**config.mk**
```make
export PLATFORM = sky130hd
export DESIGN_NAME = crp_access_filter
export DESIGN_NICKNAME = d
export VERILOG_FILES = /design/src/rtl/crp_pkg.sv /design/src/rtl/crp_word_loader.sv /design/src/rtl/crp_level_decode.sv /design/src/rtl/crp_isp_judge.sv /design/src/rtl/crp_access_filter.sv
export SDC_FILE = /design/constraint.sdc
export NUM_CORES = 1
export LEC_CHECK = 0
export CAP_MARGIN = 0
export CELL_PAD_IN_SITES_DETAIL_PLACEMENT = 0
export CELL_PAD_IN_SITES_GLOBAL_PLACEMENT = 1
export CORE_MARGIN = 2
export CORE_UTILIZATION = 22
export CTS_CLUSTER_SIZE = 40
export DETAILED_ROUTE_END_ITERATION = 7
export GPL_TIMING_DRIVEN = 0
export PLACE_DENSITY = 0.74
export SETUP_SLACK_MARGIN = 0.4
export SYNTH_ARGS = -nofsm -noshare
export SYNTH_HDL_FRONTEND = slang
export SYNTH_SLANG_ARGS = --single-unit
```
**constraint.sdc**
```tcl
create_clock -name clk -period 1.8 [get_ports clk]
set_input_delay 0.45 -clock clk [delete_from_list [all_inputs] [get_ports clk]]
set_output_delay 0.45 -clock clk [all_outputs]
set_load 0.05 [all_outputs]
```
**src/rtl/crp_pkg.sv**
```systemverilog
// Shared types and constants for the code read protection filter.
// Assumes a 32-bit flash/RAM address space and a 4-bit command opcode.
package crp_pkg;

    typedef enum logic [1:0] {
        LVL_NONE = 2'd0,
        LVL_ONE  = 2'd1,
        LVL_TWO  = 2'd2,
        LVL_THREE = 2'd3
    } prot_lvl_t;

    localparam logic [3:0] OP_READ  = 4'd0;
    localparam logic [3:0] OP_WRRAM = 4'd1;
    localparam logic [3:0] OP_GO    = 4'd2;
    localparam logic [3:0] OP_COPY  = 4'd3;
    localparam logic [3:0] OP_CMP   = 4'd4;
    localparam logic [3:0] OP_ERASE = 4'd5;
    localparam logic [3:0] OP_PREP  = 4'd6;

    localparam logic [31:0] MAGIC_ONE   = 32'h1234_5678;
    localparam logic [31:0] MAGIC_TWO   = 32'h8765_4321;
    localparam logic [31:0] MAGIC_THREE = 32'h4321_8765;

endpackage

```
**src/rtl/crp_word_loader.sv**
```systemverilog
// Fetches the protection word once after power-on reset and holds it.
// Assumes flash answers the held read request with a one-cycle valid
// strobe; any valid strobe after the capture is ignored until reset.
module crp_word_loader #(
    parameter int              ADDR_W   = 32,
    parameter int              DATA_W   = 32,
    parameter logic [ADDR_W-1:0] WORD_ADDR = 'h1FC
) (
    input  logic              clk,
    input  logic              rst_n,
    output logic              rd_en,
    output logic [ADDR_W-1:0] rd_addr,
    input  logic [DATA_W-1:0] rd_data,
    input  logic              rd_valid,
    output logic [DATA_W-1:0] word_q,
    output logic              loaded
);

    typedef enum logic {ST_FETCH, ST_DONE} ld_state_t;
    ld_state_t state_q;

    // Purpose: one-shot capture of the protection word.
    always_ff @(posedge clk) begin
        if (!rst_n) begin
            state_q <= ST_FETCH;
            word_q  <= '0;
        end else if (state_q == ST_FETCH && rd_valid) begin
            state_q <= ST_DONE;
            word_q  <= rd_data;
        end
    end

    // Purpose: drive the read request and the loaded flag from the state.
    always_comb begin
        rd_en   = (state_q == ST_FETCH);
        rd_addr = WORD_ADDR;
        loaded  = (state_q == ST_DONE);
    end

    a_r1_ready_after_valid: assert property (@(posedge clk) disable iff (!rst_n)
        (!loaded && rd_valid) |=> loaded);
    a_r1_no_read_when_loaded: assert property (@(posedge clk) disable iff (!rst_n)
        loaded |-> !rd_en);
    a_r3_word_frozen: assert property (@(posedge clk) disable iff (!rst_n)
        (loaded && $past(loaded)) |-> $stable(word_q));

endmodule

```
**src/rtl/crp_level_decode.sv**
```systemverilog
// Maps the captured protection word onto a level by exact magic match.
// Assumes the word is stable once loaded; purely combinational.
module crp_level_decode
    import crp_pkg::*;
#(
    parameter int DATA_W = 32
) (
    input  logic [DATA_W-1:0] word,
    output prot_lvl_t         level
);

    // Purpose: exact compare against the three magic values.
    always_comb begin
        if (word == DATA_W'(MAGIC_ONE))        level = LVL_ONE;
        else if (word == DATA_W'(MAGIC_TWO))   level = LVL_TWO;
        else if (word == DATA_W'(MAGIC_THREE)) level = LVL_THREE;
        else                                   level = LVL_NONE;
    end

endmodule

```
**src/rtl/crp_isp_judge.sv**
```systemverilog
// Judges one programming request per strobe and registers the verdict.
// Assumes level is stable while loaded; the answer follows in one cycle.
module crp_isp_judge
    import crp_pkg::*;
#(
    parameter int              ADDR_W    = 32,
    parameter int              SECT_W    = 5,
    parameter logic [ADDR_W-1:0] RAM_FENCE = 'h4000_0200
) (
    input  logic              clk,
    input  logic              rst_n,
    input  logic              loaded,
    input  prot_lvl_t         level,
    input  logic              req_valid,
    input  logic              req_iap,
    input  logic [3:0]        req_op,
    input  logic [ADDR_W-1:0] req_addr,
    input  logic [SECT_W-1:0] req_sector,
    input  logic              req_all,
    output logic              resp_valid,
    output logic              resp_allow
);

    logic allow_d;
    logic sect_zero;
    logic below_fence;

    // Purpose: helper conditions shared by the level rules.
    always_comb begin
        sect_zero   = (req_sector == '0);
        below_fence = (req_addr < RAM_FENCE);
    end

    // Purpose: apply the rules of the active level to the request.
    always_comb begin
        allow_d = 1'b1;
        if (req_iap) begin
            allow_d = 1'b1;
        end else if (!loaded) begin
            allow_d = 1'b0;
        end else begin
            case (level)
                LVL_ONE: begin
                    case (req_op)
                        OP_READ, OP_CMP: allow_d = 1'b0;
                        OP_WRRAM:        allow_d = !below_fence;
                        OP_COPY:         allow_d = !sect_zero;
                        OP_ERASE:        allow_d = !sect_zero || req_all;
                        default:         allow_d = 1'b1;
                    endcase
                end
                LVL_TWO: begin
                    case (req_op)
                        OP_READ, OP_WRRAM, OP_GO, OP_COPY, OP_CMP: allow_d = 1'b0;
                        OP_ERASE: allow_d = req_all;
                        default:  allow_d = 1'b1;
                    endcase
                end
                default: allow_d = 1'b1;
            endcase
        end
    end

    // Purpose: register the verdict one cycle after the strobe.
    always_ff @(posedge clk) begin
        if (!rst_n) begin
            resp_valid <= 1'b0;
            resp_allow <= 1'b0;
        end else begin
            resp_valid <= req_valid;
            if (req_valid) resp_allow <= allow_d;
        end
    end

    a_r5_resp_follows: assert property (@(posedge clk) disable iff (!rst_n)
        req_valid |=> resp_valid);
    a_r5_no_spurious: assert property (@(posedge clk) disable iff (!rst_n)
        !req_valid |=> !resp_valid);
    a_r5_notready_deny: assert property (@(posedge clk) disable iff (!rst_n)
        (req_valid && !loaded && !req_iap) |=> !resp_allow);
    a_r6_iap_pass: assert property (@(posedge clk) disable iff (!rst_n)
        (req_valid && req_iap) |=> resp_allow);
    a_r10_two_blocks_read: assert property (@(posedge clk) disable iff (!rst_n)
        (req_valid && loaded && !req_iap && level == LVL_TWO && req_op == OP_READ)
        |=> !resp_allow);

endmodule

```
**src/rtl/crp_access_filter.sv**
```systemverilog
// Top of the code read protection filter: loads the level once per power
// cycle, gates debug and boot entry, and judges programming requests.
// Assumes rst_n is the power-on reset; no other event reloads the level.
module crp_access_filter
    import crp_pkg::*;
#(
    parameter int ADDR_W = 32,
    parameter int DATA_W = 32,
    parameter int SECT_W = 5
) (
    input  logic              clk,
    input  logic              rst_n,
    output logic              flash_rd_en,
    output logic [ADDR_W-1:0] flash_rd_addr,
    input  logic [DATA_W-1:0] flash_rd_data,
    input  logic              flash_rd_valid,
    input  logic              req_valid,
    input  logic              req_iap,
    input  logic [3:0]        req_op,
    input  logic [ADDR_W-1:0] req_addr,
    input  logic [SECT_W-1:0] req_sector,
    input  logic              req_all_sectors,
    output logic              resp_valid,
    output logic              resp_allow,
    output logic              ready,
    output logic [1:0]        prot_level,
    output logic              debug_en,
    input  logic              boot_pin_req,
    input  logic              user_code_valid,
    output logic              boot_entry
);

    localparam logic [ADDR_W-1:0] WORD_ADDR = ADDR_W'(32'h0000_01FC);
    localparam logic [ADDR_W-1:0] RAM_FENCE = ADDR_W'(32'h4000_0200);

    logic [DATA_W-1:0] word_q;
    logic              loaded;
    prot_lvl_t         level;

    crp_word_loader #(
        .ADDR_W(ADDR_W), .DATA_W(DATA_W), .WORD_ADDR(WORD_ADDR)
    ) u_loader (
        .clk(clk), .rst_n(rst_n),
        .rd_en(flash_rd_en), .rd_addr(flash_rd_addr),
        .rd_data(flash_rd_data), .rd_valid(flash_rd_valid),
        .word_q(word_q), .loaded(loaded)
    );

    crp_level_decode #(.DATA_W(DATA_W)) u_decode (
        .word(word_q), .level(level)
    );

    crp_isp_judge #(
        .ADDR_W(ADDR_W), .SECT_W(SECT_W), .RAM_FENCE(RAM_FENCE)
    ) u_judge (
        .clk(clk), .rst_n(rst_n), .loaded(loaded), .level(level),
        .req_valid(req_valid), .req_iap(req_iap), .req_op(req_op),
        .req_addr(req_addr), .req_sector(req_sector), .req_all(req_all_sectors),
        .resp_valid(resp_valid), .resp_allow(resp_allow)
    );

    // Purpose: status, debug gate and boot-entry gate from the held level.
    always_comb begin
        ready      = loaded;
        prot_level = level;
        debug_en   = loaded && (level == LVL_NONE);
        boot_entry = loaded && boot_pin_req &&
                     !((level == LVL_THREE) && user_code_valid);
    end

    a_r4_debug_locked: assert property (@(posedge clk) disable iff (!rst_n)
        (prot_level != 2'd0) |-> !debug_en);
    a_r11_boot_blocked: assert property (@(posedge clk) disable iff (!rst_n)
        (prot_level == 2'd3 && user_code_valid) |-> !boot_entry);
    a_r12_boot_needs_ready: assert property (@(posedge clk) disable iff (!rst_n)
        !ready |-> !boot_entry);

endmodule

```
# --- Word level (Yosys, flattened, before mapping) ---
# Index checks and enable logic that the tools add are counted.
op_classes:
  magnitude_cmp: 1
  eq_ne: 11
  mux: 8
  bitwise: 1
  reduce_logical: 14
ops:
  columns: ["operator", "n"]
  rows:
  - ["32-bit by 29-bit == test with 1-bit output (second input constant)", 1]
  - ["32-bit by 31-bit == test with 1-bit output (second input constant)", 1]
  - ["32-bit == test (second input constant)", 1]
  - ["32-bit by 31-bit < comparator with 1-bit output (second input constant)", 1]
  - ["4-bit by 2-bit == test with 1-bit output (second input constant)", 2]
  - ["4-bit by 3-bit == test with 1-bit output (second input constant)", 2]
  - ["2-bit two-way mux", 3]
  - ["1-bit logical AND", 5]
  - ["5-bit logical NOT", 1]
  - ["5-bit OR reduction", 1]
  - ["2-bit == test (second input constant)", 2]
  - ["4-bit by 1-bit == test with 1-bit output (second input constant)", 1]
  - ["4-bit logical NOT", 1]
  - ["1-bit one-hot mux with 2 select lines", 2]
  - ["1-bit one-hot mux with 4 select lines", 1]
  - ["1-bit logical NOT", 3]
  - ["2-bit by 1-bit == test with 1-bit output (second input constant)", 1]
  - ["2-bit logical NOT", 1]
  - ["1-bit two-way mux", 2]
  - ["2-bit OR reduction", 1]
  - ["1-bit logical OR", 1]
  - ["1-bit inverter", 1]
totals:
  register_bits: 35

# --- Logic depth before layout (Yosys ltp) ---
logic_depth:
  ltp_word: 8
  depth_mapped: 5

# --- Hierarchy ---
# A second synthesis with hierarchy kept.
unflattened:
  hier_cells: 237
  area_unflattened_um2: 2109.5
modules_own_cells:
  columns: ["module", "instances", "cells_per_inst", "area_each_um2", "seq_area_each_um2"]
  rows:
  - ["crp_word_loader", 1, 177, 1596.5, 660.6]
  - ["crp_isp_judge", 1, 33, 256.5, 40.0]
  - ["crp_level_decode", 1, 24, 234.0, 0.0]
  - ["crp_access_filter", 1, 3, 22.5, 0.0]

# --- Worst setup path before layout ---
# OpenSTA, ideal clock, no wires.
synth_path:
  path_type: "register -> output"
  start: "register u_loader.word_q[8]"
  end: "output debug_en"
  arrival_time_ns: 1.989
  required_time_ns: 1.350
  path_slack_ns: -0.639
  path_stages_with_launch: 6
  n_path_buf: 0
  path_cell_list: "dfxtp_1 > nor4bb_1 > nand4_1 > nor4b_1 > o21a_1 > nor2_1"
synth_between:
  elab_chain_len: 6
  elab_cells_between_ends: 8
  classes_between: "eq/ne (3); mux (3); reduce/logical (2)"
synth_rtl:
  columns: ["item", "line_no", "source"]
  rows:
  - ["start, declared", "crp_word_loader.sv:15", "output logic [DATA_W-1:0] word_q,"]
  - ["start signal, assigned", "crp_word_loader.sv:29", "word_q <= rd_data;"]
  - ["32-bit by 31-bit == test with 1-bit output", "crp_level_decode.sv:16", "else if (word == DATA_W'(MAGIC_THREE)) level = LVL_THREE;"]
  - ["2-bit two-way mux", "crp_level_decode.sv:16", null]
  - ["2-bit two-way mux", "crp_level_decode.sv:15", "else if (word == DATA_W'(MAGIC_TWO)) level = LVL_TWO;"]
  - ["2-bit two-way mux *", "crp_level_decode.sv:14", "if (word == DATA_W'(MAGIC_ONE)) level = LVL_ONE;"]
  - ["net prot_level[1]", "crp_access_filter.sv:26", "output logic [1:0] prot_level,"]
  - ["2-bit logical NOT *", "crp_access_filter.sv:66", "debug_en = loaded && (level == LVL_NONE);"]
  - ["1-bit logical AND *", "crp_access_filter.sv:66", null]
  - ["end, declared", "crp_access_filter.sv:27", "output logic debug_en,"]
# The timed path passes the listed nets; every way through them passes the cells marked *.

# --- Worst setup path after layout ---
layout_path:
  start: "register u_loader.word_q[16]"
  end: "output debug_en"
layout_between:
  elab_chain_len: 6
  elab_cells_between_ends: 8
  classes_between: "eq/ne (3); mux (3); reduce/logical (2)"
layout_rtl:
  columns: ["item", "line_no"]
  rows:
  - ["32-bit by 31-bit == test with 1-bit output", "crp_level_decode.sv:16"]
  - ["2-bit two-way mux", "crp_level_decode.sv:16"]
  - ["2-bit two-way mux", "crp_level_decode.sv:15"]
  - ["2-bit two-way mux *", "crp_level_decode.sv:14"]
  - ["2-bit logical NOT *", "crp_access_filter.sv:66"]
  - ["1-bit logical AND *", "crp_access_filter.sv:66"]
# Mark *: on every way between the ends. The rest lies on a longest branch, timed or not.

==> flow_summary_export.csv <==
group,metric,value,unit
clocking,numCtsBuffers,5,
job,max_cap_viol_count,0,
final_layout,syn2layout_area_growth,76.01,%
final_layout,drive_gt1_share,27.61,%
synthesis,syn_inst,232,
setup_path,r2r_slack,0.03,ns
floorplanning,ios,121,
timing,timing.fmax,0.4239,GHz
floorplanning,core,0.008217,mm²
status,status,"complete, but fails checks",
timing,layout_setup_ws,-0.5593,ns
setup_path,critPathArrivalTime,1.91,ns
route,wl_per_cell,11.59,µm
power,p_per_area,664.2,mW/mm²
floorplanning,start_util,22.60,%
clocking,cts_buffer_depth,2,
setup_path,timing.critical_path.from,"u_loader.word_q[16]$_SDFFE_PN0P_",
setup_path,cp-start-kind,"flip-flop",
setup_path,critPathKind,"reg -> out",
setup_path,cp_slowest_stage_delay,0.57,ns
global_routing,grt_max_degree,12,
setup_path,cp-end-kind,"output port",
power,ir_drop,348.0,µV
setup_path,crit_required,1.35,ns
timing,setup_violations,4,
hold_path,min_from,"u_loader.word_q[29]$_SDFFE_PN0P_",
power,comb_power_share,26.7,%
global_routing,grt_usage,11.26,%
route,via_count,1855,
global_routing,grt_pass1_vias,1801,
synthesis,syn_area_per_cell,8.003,µm²
route,vias_per_cell,4.033,
route,routed_wl,5.330,mm
clocking,cts_root_buffer,"clkbuf_8",
place,place.gp.congestion,0.7317,
setup_path,path_cells,"nand4b_1 > or3_4 > or4_4 > nand2_4 > nor2_4 > buf_8",
power,p_seq_share,39.7,%
floorplanning,dieWidth,95.87,µm
route,ant_nets,0,
setup_path,r2r_start,"u_loader.word_q[16]$_SDFFE_PN0P_",
power,leakagePower,1.317,nW
timing,hold_viol_final,0,
synthesis,ys_seq_area_share,37.74,%
timing,slew_violations,0,
clocking,cts.sinks,35,
synthesis,ys_warn_count,0,
clocking,htreeDepth,2,
global_routing,gr-total-overflow,0,
clocking,cts_tree,"yes",
timing,fin_skew,0.008258,ns
setup_path,timing.rr.end,"u_judge.resp_allow$_SDFFE_PN0P_",
synthesis,ys_ff_latch,35,
floorplanning,dieArea,0.009191,mm²
power,power_frac_clock,33.7,%
floorplanning,die_h,95.87,µm
route,first_pass_iters,4,
timing,rsz0062_at_grt,"yes",
place,io_buffers,79,
power,netSwitchingPower,0.0006268,W
global_routing,grt_pass1_wl,7.941,mm
setup_path,worst_r2r_path_depth,4,
place,place_area,0.002974,mm²
timing,finalCritPeriodShare,131.1,%
synthesis,syn-cell-area,0.001857,mm²
synthesis,synth.distinct_cells,33,
route,drc,0,
final_layout,final_cell_area,0.003268,mm²
final_layout,n_antenna_cell,0,
global_routing,antenna_found_initial,0,
clocking,clk_pin_slew_worst_paths,0.07,ns
hold_path,hold_class,"reg -> reg",
clocking,clk_latency,0.29,ns
power,intPower,0.001544,W
place,dp_hpwl,4.251,mm
status,violations,"negative setup slack",
setup_path,path_max_fanout,3,
floorplanning,rows,33,
power,swShare,28.88,%
final_layout,nets,435,
route,drt_iter0_drc,49,
final_layout,final_util,39.77,%
setup_path,endpoint,"debug_en",
final_layout,fill_cells,833,
timing,fin_crit,2.359,ns
setup_path,slowest_stage,"or4_4",
area by class of cell:
cell class                      count  area (µm²)  share of cell area [%]
Inverter                            2       11.26                  0.3446
Timing Repair Buffer               85       844.6                   25.84
Buffer                             42       306.5                   9.380
Multi-Input combinational cell    183        1137                   34.80
Clock inverter                      2       35.03                   1.072
Tap cell                          105       131.4                   4.020
Sequential cell                    35       719.4                   22.01
Clock buffer                        6       82.58                   2.527
power groups by stage:
stage	Sequential, W	Combinational, W	Clock (W)
after floorplan	0.000879	0.000331	0
after global placement	0.000872	0.000553	0
after detailed placement	0.000874	0.000555	0
after CTS	0.000857	0.000572	0.000744
after global routing	0.000867	0.000625	0.000780
final	0.000861	0.000579	0.000731
cell families after synthesis:
| kind of cell | Yosys count | share of synthesized area, % |
|---|---|---|
| compound gates | 43 | 17.05 |
| buf+inv | 44 | 15.36 |
| flops | 35 | 37.74 |
| other cells | 2 | 0.4045 |
| simple gates | 108 | 29.45 |
registers in the layout (all words and copies together), names as in the netlist:
register / flops
u_judge.resp_allow: 1
u_judge.resp_valid: 1
u_loader.loaded: 1
u_loader.word_q: 32
cells in the final DEF (no fill, tap or decap), types with 3 or more instances in the layout:
cell             netlist  final
nor4_2                 0      3
dfxtp_2                0      9
conb_1                 2     32
buf_4                 32     38
buf_8                  0      4
buf_2                  0      3
nor2b_1                3      3
clkbuf_4               0      3
dlygate4sd2_1          0      5
a21boi_0              32     31
dfxtp_1               35     24
nor4_4                 1      3
nand2_1               71     68
clkdlybuf4s50_1        0     65
clkbuf_2               0      5
clkbuf_8               0      7
nor2_1                 6      5
nand4_1                3      3
layer usage:
layer  track usage (%)  up-vias  part of all wire (%)
met3             4.229        4                    10
met1             12.39      807                    42
met2             20.51       79                    48
met5                 0        -                     0
li1                  -      965                     -
met4             2.500        0                  0.66
through the flow:
stage | power (W) | TNS (ns) | hold slack, ns | instances | worst slack [ns]
2_1_floorplan | 0.001210 | -0.2832 | 0.4389 | 262 | -0.1184
3_3_place_gp | 0.001425 | -11.67 | 0.4497 | 446 | -0.9361
3_5_place_dp | 0.001429 | -12.50 | 0.4552 | 446 | -0.9310
4_1_cts | 0.002174 | -2.211 | 0.4641 | 460 | -0.5906
5_1_grt | 0.002272 | -2.358 | 0.4998 | 460 | -0.6182
6_report | 0.002171 | -2.002 | 0.4588 | 460 | -0.5593
worst max-delay path, delay by kind of cell (launching register included):
kind / cells / cell delay (ns)
buf+inv: 1 / 0.14
flops: 1 / 0.32
simple gates: 5 / 1.16
worst min-delay path by stage:
stage                                       end  cells past startpoint  slack, ns
2_1_floorplan   u_loader.word_q[1]$_SDFFE_PN0P_                      2       0.44
3_3_place_gp    u_loader.word_q[1]$_SDFFE_PN0P_                      2       0.45
3_5_place_dp   u_loader.word_q[29]$_SDFFE_PN0P_                      2       0.46
4_1_cts        u_loader.word_q[29]$_SDFFE_PN0P_                      2       0.46
5_1_grt         u_loader.word_q[8]$_SDFFE_PN0P_                      2       0.50
6_report       u_loader.word_q[29]$_SDFFE_PN0P_                      2       0.46
cell usage after synthesis:
cell type,number,share of area (%)
clkbuf_1,9,1.8
dfxtp_1,35,38
or4_1,1,0.40
nor4bb_1,3,1.6
o31a_1,1,0.47
nor3_1,1,0.27
nor2b_1,3,1.0
nand4b_1,2,0.94
or4b_2,1,0.54
nor2_1,6,1.2
buf_4,32,13
nor4_1,6,2.0
or4_4,1,0.61
nor4_4,1,1.1
and4bb_2,2,1.3
o21a_1,2,0.81
o211ai_1,1,0.40
o21ai_0,1,0.27
inv_1,2,0.40
nand3b_1,2,0.81
or3_4,1,0.61
nand2_1,71,14
nand3_1,1,0.27
a21o_1,1,0.40
nor4b_1,2,0.94
a21oi_1,1,0.27
buf_1,1,0.20
and2_1,1,0.34
a31oi_1,3,1.0
nand4_1,3,1.0
a21boi_0,32,13
conb_1,2,0.40
o2111ai_1,1,0.47
what timing repair did:
action,CTS,global route
resized for setup,77,21
endpoints found under the hold margin,0,0
pin swaps,13,12
hold buffers,0,0
buffers inserted,6,0
endpoints found under the setup margin,42,37
No activity file was read; power rests on OpenSTA's default activity.
